File: config.mk
export PLATFORM = sky130hd
export DESIGN_NAME = can_fault_tracker
export DESIGN_NICKNAME = d
export VERILOG_FILES = /design/src/rtl/can_fc_pkg.sv /design/src/rtl/fc_err_counter.sv /design/src/rtl/fc_state_resolver.sv /design/src/rtl/fc_frame_err_latch.sv /design/src/rtl/fc_reg_file.sv /design/src/rtl/can_fault_tracker.sv
export SDC_FILE = /design/constraint.sdc
export NUM_CORES = 1
export LEC_CHECK = 0
export BUFFER_PORTS_ARGS = -buffer_cell sky130_fd_sc_hd__clkbuf_2
export CAP_MARGIN = 5
export CORE_ASPECT_RATIO = 2
export CORE_MARGIN = 1.5
export CORE_UTILIZATION = 40
export DETAILED_ROUTE_END_ITERATION = 10
export PLACE_DENSITY = 0.66
export SKIP_LAST_GASP = 1
export SLEW_MARGIN = 15
export SYNTH_ARGS = -nofsm -noshare
export SYNTH_HDL_FRONTEND = slang
export SYNTH_SLANG_ARGS = --single-unit
export TNS_END_PERCENT = 1
File: constraint.sdc
create_clock -name clk -period 2.29 [get_ports clk]
set_input_delay 0.229 -clock clk [delete_from_list [all_inputs] [get_ports clk]]
set_output_delay 0.229 -clock clk [all_outputs]
set_load 0.02 [all_outputs]
File: src/rtl/can_fc_pkg.sv
// Package: shared encodings for the CAN fault confinement tracker.
// Assumes a 32-bit register window with byte addresses.
package can_fc_pkg;

    typedef enum logic [1:0] {
        FC_ACTIVE  = 2'd0,
        FC_WARNING = 2'd1,
        FC_PASSIVE = 2'd2,
        FC_BUSOFF  = 2'd3
    } fc_state_e;

    localparam int DATA_W    = 32;
    localparam int ADDR_W    = 8;
    localparam int NUM_ST    = 4;
    localparam int NUM_FERR  = 5;
    localparam int ST_LSB    = 16;
    localparam int FERR_LSB  = 24;
    localparam int IRQ_LSB   = 16;
    localparam int IRQ_MSB   = FERR_LSB + NUM_FERR - 1;
    localparam int IRQ_W     = IRQ_MSB - IRQ_LSB + 1;
    localparam int RXCNT_LSB = 0;
    localparam int TXCNT_LSB = 16;

    localparam logic [ADDR_W-1:0] A_MASK_SET = 8'h04;
    localparam logic [ADDR_W-1:0] A_MASK_CLR = 8'h08;
    localparam logic [ADDR_W-1:0] A_MASK_RD  = 8'h0C;
    localparam logic [ADDR_W-1:0] A_STATUS   = 8'h10;
    localparam logic [ADDR_W-1:0] A_ERRCNT   = 8'h20;

endpackage

File: src/rtl/fc_err_counter.sv
// Module: one saturating error counter.
// Adds STEP on inc and subtracts 1 on dec, with inc taking precedence.
// The count stops at the top value and at zero. It is frozen while hold
// is set and zeroed by clr. Assumes STEP is smaller than 2**W.
module fc_err_counter #(
    parameter int W    = 8,
    parameter int STEP = 1
) (
    input  logic         clk,
    input  logic         rst_n,
    input  logic         clr,
    input  logic         hold,
    input  logic         inc,
    input  logic         dec,
    output logic [W-1:0] count
);
    localparam logic [W:0] STEP_V = (W+1)'(STEP);

    logic [W:0] sum;

    // Candidate value for an increment, one bit wider to see overflow.
    always_comb begin
        sum = {1'b0, count} + STEP_V;
    end

    // Counter register: clear, hold, saturating add, floored subtract.
    always_ff @(posedge clk) begin
        if (!rst_n) begin
            count <= '0;
        end else if (clr) begin
            count <= '0;
        end else if (hold) begin
            count <= count;
        end else if (inc) begin
            count <= sum[W] ? '1 : sum[W-1:0];
        end else if (dec && (count != '0)) begin
            count <= count - 1'b1;
        end
    end

endmodule

File: src/rtl/fc_state_resolver.sv
// Module: combinational fault-confinement state decoder.
// Turns the two counts and the bus-off flag into a priority-resolved
// state and a one-hot state vector (bit 0 active .. bit 3 bus-off).
module fc_state_resolver
    import can_fc_pkg::*;
#(
    parameter int W             = 8,
    parameter int WARN_LIMIT    = 96,
    parameter int PASSIVE_LIMIT = 128
) (
    input  logic          [W-1:0]  rx_cnt,
    input  logic          [W-1:0]  tx_cnt,
    input  logic                   bus_off,
    output fc_state_e              state,
    output logic          [NUM_ST-1:0] state_bits
);
    localparam logic [W-1:0] WARN_V    = W'(WARN_LIMIT);
    localparam logic [W-1:0] PASSIVE_V = W'(PASSIVE_LIMIT);

    logic warn_hit;
    logic pass_hit;

    // Threshold comparators on either counter.
    always_comb begin
        warn_hit = (rx_cnt >= WARN_V) || (tx_cnt >= WARN_V);
        pass_hit = (rx_cnt >= PASSIVE_V) || (tx_cnt >= PASSIVE_V);
    end

    // Priority resolution: bus-off, passive, warning, active.
    always_comb begin
        if (bus_off)       state = FC_BUSOFF;
        else if (pass_hit) state = FC_PASSIVE;
        else if (warn_hit) state = FC_WARNING;
        else               state = FC_ACTIVE;
    end

    // One-hot encoding of the resolved state.
    for (genvar s = 0; s < NUM_ST; s++) begin : g_onehot
        assign state_bits[s] = (state == fc_state_e'(s));
    end

endmodule

File: src/rtl/fc_frame_err_latch.sv
// Module: sticky frame-error flags.
// An event sets its flag, and a status read clears all flags.
// An event in the same cycle as the read survives the clear.
module fc_frame_err_latch #(
    parameter int N = 5
) (
    input  logic         clk,
    input  logic         rst_n,
    input  logic [N-1:0] evt,
    input  logic         rd_clr,
    output logic [N-1:0] flags
);
    for (genvar i = 0; i < N; i++) begin : g_flag
        // Per-flag latch: set has priority over read clear.
        always_ff @(posedge clk) begin
            if (!rst_n)          flags[i] <= 1'b0;
            else if (evt[i])     flags[i] <= 1'b1;
            else if (rd_clr)     flags[i] <= 1'b0;
        end
    end

endmodule

File: src/rtl/fc_reg_file.sv
// Module: register window and interrupt combiner.
// Holds the interrupt mask, which has separate set and clear writes,
// and assembles the status and counter words. The read mux is
// combinational, so data is valid in the cycle bus_rd is high.
module fc_reg_file
    import can_fc_pkg::*;
#(
    parameter int W = 8
) (
    input  logic                clk,
    input  logic                rst_n,
    input  logic [ADDR_W-1:0]   bus_addr,
    input  logic                bus_wr,
    input  logic                bus_rd,
    input  logic [DATA_W-1:0]   bus_wdata,
    input  logic [NUM_ST-1:0]   state_bits,
    input  logic [NUM_FERR-1:0] ferr_flags,
    input  logic [W-1:0]        rx_cnt,
    input  logic [W-1:0]        tx_cnt,
    output logic [DATA_W-1:0]   bus_rdata,
    output logic                irq
);
    logic [IRQ_W-1:0]  mask_q;
    logic [DATA_W-1:0] status_w;
    logic [DATA_W-1:0] mask_w;
    logic [DATA_W-1:0] cnt_w;
    logic [IRQ_W-1:0]  wr_bits;

    // Slice of write data that lands on implemented mask bits.
    always_comb begin
        wr_bits = bus_wdata[IRQ_MSB:IRQ_LSB];
    end

    // Mask register: write-one-to-set and write-one-to-clear ports.
    always_ff @(posedge clk) begin
        if (!rst_n) begin
            mask_q <= '0;
        end else if (bus_wr && (bus_addr == A_MASK_SET)) begin
            mask_q <= mask_q | wr_bits;
        end else if (bus_wr && (bus_addr == A_MASK_CLR)) begin
            mask_q <= mask_q & ~wr_bits;
        end
    end

    // Word images of status, mask and counters.
    always_comb begin
        status_w = '0;
        status_w[ST_LSB +: NUM_ST]     = state_bits;
        status_w[FERR_LSB +: NUM_FERR] = ferr_flags;
        mask_w = '0;
        mask_w[IRQ_MSB:IRQ_LSB] = mask_q;
        cnt_w = '0;
        cnt_w[RXCNT_LSB +: W] = rx_cnt;
        cnt_w[TXCNT_LSB +: W] = tx_cnt;
    end

    // Read mux; unmapped or write-only addresses return zero.
    always_comb begin
        bus_rdata = '0;
        if (bus_rd) begin
            case (bus_addr)
                A_MASK_RD: bus_rdata = mask_w;
                A_STATUS:  bus_rdata = status_w;
                A_ERRCNT:  bus_rdata = cnt_w;
                default:   bus_rdata = '0;
            endcase
        end
    end

    // Interrupt combiner over enabled status bits.
    always_comb begin
        irq = |(status_w & mask_w);
    end

endmodule

File: src/rtl/can_fault_tracker.sv
// Module: top of the CAN fault confinement tracker.
// Wires the two error counters, the bus-off flag, the state resolver,
// the frame-error latch and the register window together.
// Assumes CNT_W <= 8 so that each count fits its 8-bit field.
module can_fault_tracker
    import can_fc_pkg::*;
#(
    parameter int CNT_W         = 8,
    parameter int RX_STEP       = 1,
    parameter int TX_STEP       = 8,
    parameter int WARN_LIMIT    = 96,
    parameter int PASSIVE_LIMIT = 128
) (
    input  logic                clk,
    input  logic                rst_n,
    input  logic                rx_err_inc,
    input  logic                rx_err_dec,
    input  logic                tx_err_inc,
    input  logic                tx_err_dec,
    input  logic [NUM_FERR-1:0] frame_err_evt,
    input  logic                restart,
    input  logic [ADDR_W-1:0]   bus_addr,
    input  logic                bus_wr,
    input  logic                bus_rd,
    input  logic [DATA_W-1:0]   bus_wdata,
    output logic [DATA_W-1:0]   bus_rdata,
    output logic                irq
);
    localparam logic [CNT_W-1:0] TX_EDGE = CNT_W'((1 << CNT_W) - 1 - TX_STEP);

    logic [CNT_W-1:0]    rx_cnt;
    logic [CNT_W-1:0]    tx_cnt;
    logic                bus_off;
    logic                off_trig;
    logic                stat_rd;
    fc_state_e           state;
    logic [NUM_ST-1:0]   state_bits;
    logic [NUM_FERR-1:0] ferr_q;

    fc_err_counter #(.W(CNT_W), .STEP(RX_STEP)) u_rx_cnt (
        .clk   (clk),
        .rst_n (rst_n),
        .clr   (restart),
        .hold  (bus_off),
        .inc   (rx_err_inc),
        .dec   (rx_err_dec),
        .count (rx_cnt)
    );

    fc_err_counter #(.W(CNT_W), .STEP(TX_STEP)) u_tx_cnt (
        .clk   (clk),
        .rst_n (rst_n),
        .clr   (restart),
        .hold  (bus_off),
        .inc   (tx_err_inc),
        .dec   (tx_err_dec),
        .count (tx_cnt)
    );

    // Detect a transmit increment that would run past the counter top.
    always_comb begin
        off_trig = tx_err_inc && !bus_off && !restart && (tx_cnt > TX_EDGE);
    end

    // Bus-off flag: entered on transmit overflow, left only by restart.
    always_ff @(posedge clk) begin
        if (!rst_n)        bus_off <= 1'b0;
        else if (restart)  bus_off <= 1'b0;
        else if (off_trig) bus_off <= 1'b1;
    end

    fc_state_resolver #(
        .W             (CNT_W),
        .WARN_LIMIT    (WARN_LIMIT),
        .PASSIVE_LIMIT (PASSIVE_LIMIT)
    ) u_resolve (
        .rx_cnt     (rx_cnt),
        .tx_cnt     (tx_cnt),
        .bus_off    (bus_off),
        .state      (state),
        .state_bits (state_bits)
    );

    // Status read strobe that clears the frame-error flags.
    always_comb begin
        stat_rd = bus_rd && (bus_addr == A_STATUS);
    end

    fc_frame_err_latch #(.N(NUM_FERR)) u_ferr (
        .clk    (clk),
        .rst_n  (rst_n),
        .evt    (frame_err_evt),
        .rd_clr (stat_rd),
        .flags  (ferr_q)
    );

    fc_reg_file #(.W(CNT_W)) u_regs (
        .clk        (clk),
        .rst_n      (rst_n),
        .bus_addr   (bus_addr),
        .bus_wr     (bus_wr),
        .bus_rd     (bus_rd),
        .bus_wdata  (bus_wdata),
        .state_bits (state_bits),
        .ferr_flags (ferr_q),
        .rx_cnt     (rx_cnt),
        .tx_cnt     (tx_cnt),
        .bus_rdata  (bus_rdata),
        .irq        (irq)
    );

endmodule

==> impl_results.md <==
- Placement Rows: 39
- Grt total ovfl: 0
- Clk_lat worst skew: 280 ps
- Hold_sp: bus_wdata[24]
- Sequential fraction of the synthesis area: 30.0%
- Effective utilization at floorplan: 41.3%
- Y dimension of the die: 111 um
- Largest fanout of any net on the critical path: 10
- Detail Placement HPWL: 5.18 mm
- Critical R2R Launch: u_tx_cnt.count[1]
- Largest voltage drop on the vdd net: 0.480 mV
- Number of fill cells: 579
- Largest family of logic cells by synthesized area: simple AND/OR/NAND/NOR gates
- Largest net degree at the start of global routing: 15
- Mux share of post-synthesis cell area: 0.857%
- Shortest clock period the worst path allows after layout: 2000 ps
- Vias post-DR: 2446
- Number of enable flip-flop cells after synthesis: 0
- Syn Area/Cell: 7.68 sq um
- Top area cells in the synthesized netlist: sky130_fd_sc_hd__dfxtp_1 (30%), sky130_fd_sc_hd__a32o_1 (6.9%), sky130_fd_sc_hd__nor2_1 (5.6%)
- Number of antenna repair diodes: 0
- Clock sink count: 35
- Largest buffer count on any clock path: 2
- Worst path required time: 2060 ps
- Final clock skew: 5.05 ps
- Capture point of the worst reg-to-reg path: u_tx_cnt.count[1]
- Final count of hold timing violations: 0
- Share of async-settable or async-resettable flops after synthesis: 0%
- Setup bufs post-CTS: 0
- Number of warning messages in the yosys log: 0
- First-pass iteration count of the detailed router: 5
- Share of the cycle needed by the critical path after routing: 87.5%
- Simple-gate area share of the yosys netlist: 28.1%
- Count of cells along the worst hold path: 2
- Hold crit path type: in2reg
- Hold Slack: 169 ps
- Post-cts hold buffer count: 0
- Clock tree from TritonCTS: built
- DRC violation count after routing: 0
- Buffers added on ports: 56
- Area share of the leading cell type in the synthesized netlist: 30.0%
- Synth Area in Adders: 3.21%
- Status: finished, final reports clean
- Most instantiated flip-flop cell in the synthesis netlist: sky130_fd_sc_hd__dfxtp_1
- Slew at the pin with the worst max-slew slack: 606 ps
- Fraction of the mapped netlist area in compound gates: 28.0%
- Total of cells resized after clock tree synthesis: 0
- Setup repair after global routing missed its margin: no
- GR Util All Layers: 22.3%
- Worst-case register-to-register setup slack: 340 ps
- Yosys cell types: 53
- Core Area: 5660 sq um
- Via-to-Cell Ratio: 5.80
- Static power due to leakage: 1.16 nW
- DRC marker count from the first detailed-route iteration: 73
- Setup TNS: 0 ps
- Number of global-route vias before repair: 2394
- Number of primary I/O pins: 87
- Path depth of the worst reg2reg path: 7
- Die Outline Area: 6330 sq um
- Type of the worst setup path: in2out
- Count of final max-slew check failures: 0
- Horizontal die dimension: 57.0 um
- Nets: 420
- First-pass GRT wire length: 11.3 mm
- Number of synthesized register bits: 35
- Critical path endpoint category: output port
- Largest area contributor in the netlist: sky130_fd_sc_hd__dfxtp_1
- Clock-pin transition on the worst setup and hold timing paths: 60 ps
- Antenna violations before repair: 0
- Max-cap violations: 0
- Routability Congestion: 0.802
- Final WL: 6.70 mm
- Ratio of cells with drive above 1 in the final layout: 23.8%
- Routed Antenna Nets: 0
- Setup violators final: 0
- Netlist Area Pre-Place: 2340 sq um
- Clock buffer count from CTS: 5
- Average detailed-routed wire length per instance: 15.9 um
- Fmax achieved: 499 MHz
- Pwr/cell area: 584 nW/um^2
- Area growth from synthesis to layout: 21.0%
- Max transition margin: 59.3%
- Parity-gate share of the synthesized area counting xor and xnor cells: 1.12%
- Master cell of the clock root buffer: sky130_fd_sc_hd__clkbuf_16
- Number of levels in the clock H-tree: 2
- Arr. time, crit path: 1780 ps
- Crit start category: input port
- Number of cells produced by synthesis: 304
==> metrics by stage <==
| stage | setup slack [ps] | util (%) | std cells | power, mW | cell area (sq um) |
|---|---|---|---|---|---|
| after CTS | 277 | 49.9 | 422 | 1.65 | 2830 |
| after global placement | 77.2 | 47.4 | 414 | 0.979 | 2680 |
| after detailed placement | 35.2 | 47.4 | 414 | 0.985 | 2680 |
| after floorplan | 190 | - | 314 | 0.891 | 2370 |
| final | 285 | 49.9 | 422 | 1.65 | 2830 |
| after global routing | 137 | 49.9 | 422 | 1.73 | 2830 |
==> worst max-delay path by stage <==
stage,start,endpoint,slack (ps),cells after the start
6_report,bus_addr[7],bus_rdata[23],290,8
5_1_grt,bus_addr[7],bus_rdata[23],140,8
4_1_cts,bus_addr[7],bus_rdata[23],280,8
3_5_place_dp,bus_addr[7],register,40,7
3_3_place_gp,bus_addr[7],register,80,7
2_1_floorplan,bus_addr[7],register,190,6
==> cells in the final DEF (no fill, tap or decap), drive strengths merged, types with 4 or more instances in the layout <==
cell type / synthesis / layout
and3: 11 / 11
inv: 9 / 9
nor2: 35 / 35
buf: 14 / 14
nand3: 8 / 8
nand4: 4 / 4
a211oi: 4 / 4
dfxtp: 35 / 35
a21oi: 22 / 22
nor2b: 7 / 7
ha: 6 / 6
o21ai: 12 / 12
nand2: 33 / 33
a32o: 16 / 16
clkbuf: 17 / 61
nand2b: 4 / 4
a22oi: 13 / 13
conb: 1 / 11
nor3: 4 / 4
a311oi: 4 / 4
==> worst max-delay path, stage by stage <==
cell and delay, ps:
sky130_fd_sc_hd__clkbuf_2 90, sky130_fd_sc_hd__or4_4 530, sky130_fd_sc_hd__buf_4 160, sky130_fd_sc_hd__nor4_2 130, sky130_fd_sc_hd__buf_4 220, sky130_fd_sc_hd__a22oi_1 110, sky130_fd_sc_hd__nor2_1 120, sky130_fd_sc_hd__clkbuf_2 190
==> cells by family after synthesis <==
group,Yosys count
buffers and inverters,40
other,1
XOR/XNOR,3
flip-flops,35
AND/OR/NAND/NOR,126
adder cells (fa/ha/maj),6
multiplexers,2
AO/OA/AOI/OAI,91
==> layer usage <==
metal,vias up,wire [um],global-route usage [%]
met5,-,0,0
met4,0,122,8.37
met3,10,289,3.85
met2,74,3820,41.2
met1,1148,2470,24.1
li1,1214,-,-
==> Yosys cell counts, types with 2 or more instances <==
library cell	n
sky130_fd_sc_hd__nand2_1	33
sky130_fd_sc_hd__nand2b_1	4
sky130_fd_sc_hd__nor2_1	35
sky130_fd_sc_hd__a22oi_1	13
sky130_fd_sc_hd__o31ai_1	2
sky130_fd_sc_hd__a21oi_1	22
sky130_fd_sc_hd__dfxtp_1	35
sky130_fd_sc_hd__or2_2	3
sky130_fd_sc_hd__nand4_1	4
sky130_fd_sc_hd__or3_1	2
sky130_fd_sc_hd__nor4b_1	2
sky130_fd_sc_hd__a32o_1	16
sky130_fd_sc_hd__and3b_1	2
sky130_fd_sc_hd__ha_1	6
sky130_fd_sc_hd__and3_1	11
sky130_fd_sc_hd__and2_1	2
sky130_fd_sc_hd__o22ai_1	2
sky130_fd_sc_hd__nor2b_1	7
sky130_fd_sc_hd__o21ai_0	12
sky130_fd_sc_hd__xor2_1	2
sky130_fd_sc_hd__nand3_1	8
sky130_fd_sc_hd__inv_1	9
sky130_fd_sc_hd__nor3_1	3
sky130_fd_sc_hd__a211oi_1	4
sky130_fd_sc_hd__buf_4	11
sky130_fd_sc_hd__clkbuf_1	17
sky130_fd_sc_hd__a311oi_1	4
sky130_fd_sc_hd__a31oi_1	3
sky130_fd_sc_hd__nor4_1	2
sky130_fd_sc_hd__and4_1	2
sky130_fd_sc_hd__mux2i_1	2
sky130_fd_sc_hd__o32ai_1	3
==> power breakdown <==
| part | internal [mW] | switching [mW] |
|---|---|---|
| combinational | 0.125 | 0.173 |
| sequential | 0.634 | 0.0431 |
| clock | 0.401 | 0.274 |
==> layout make-up <==
class                      instances  area, sq um  share of cell area (%)
clock buffer                       5          125                    4.43
clock inverter                     3         20.0                   0.708
inverter                           9         33.8                    1.20
multi-input combinational        239         1470                    52.1
sequential                        35          701                    24.8
tap                               61         76.3                    2.70
timing repair buffer              70          398                    14.1
Power figures use the tool's default switching activity.
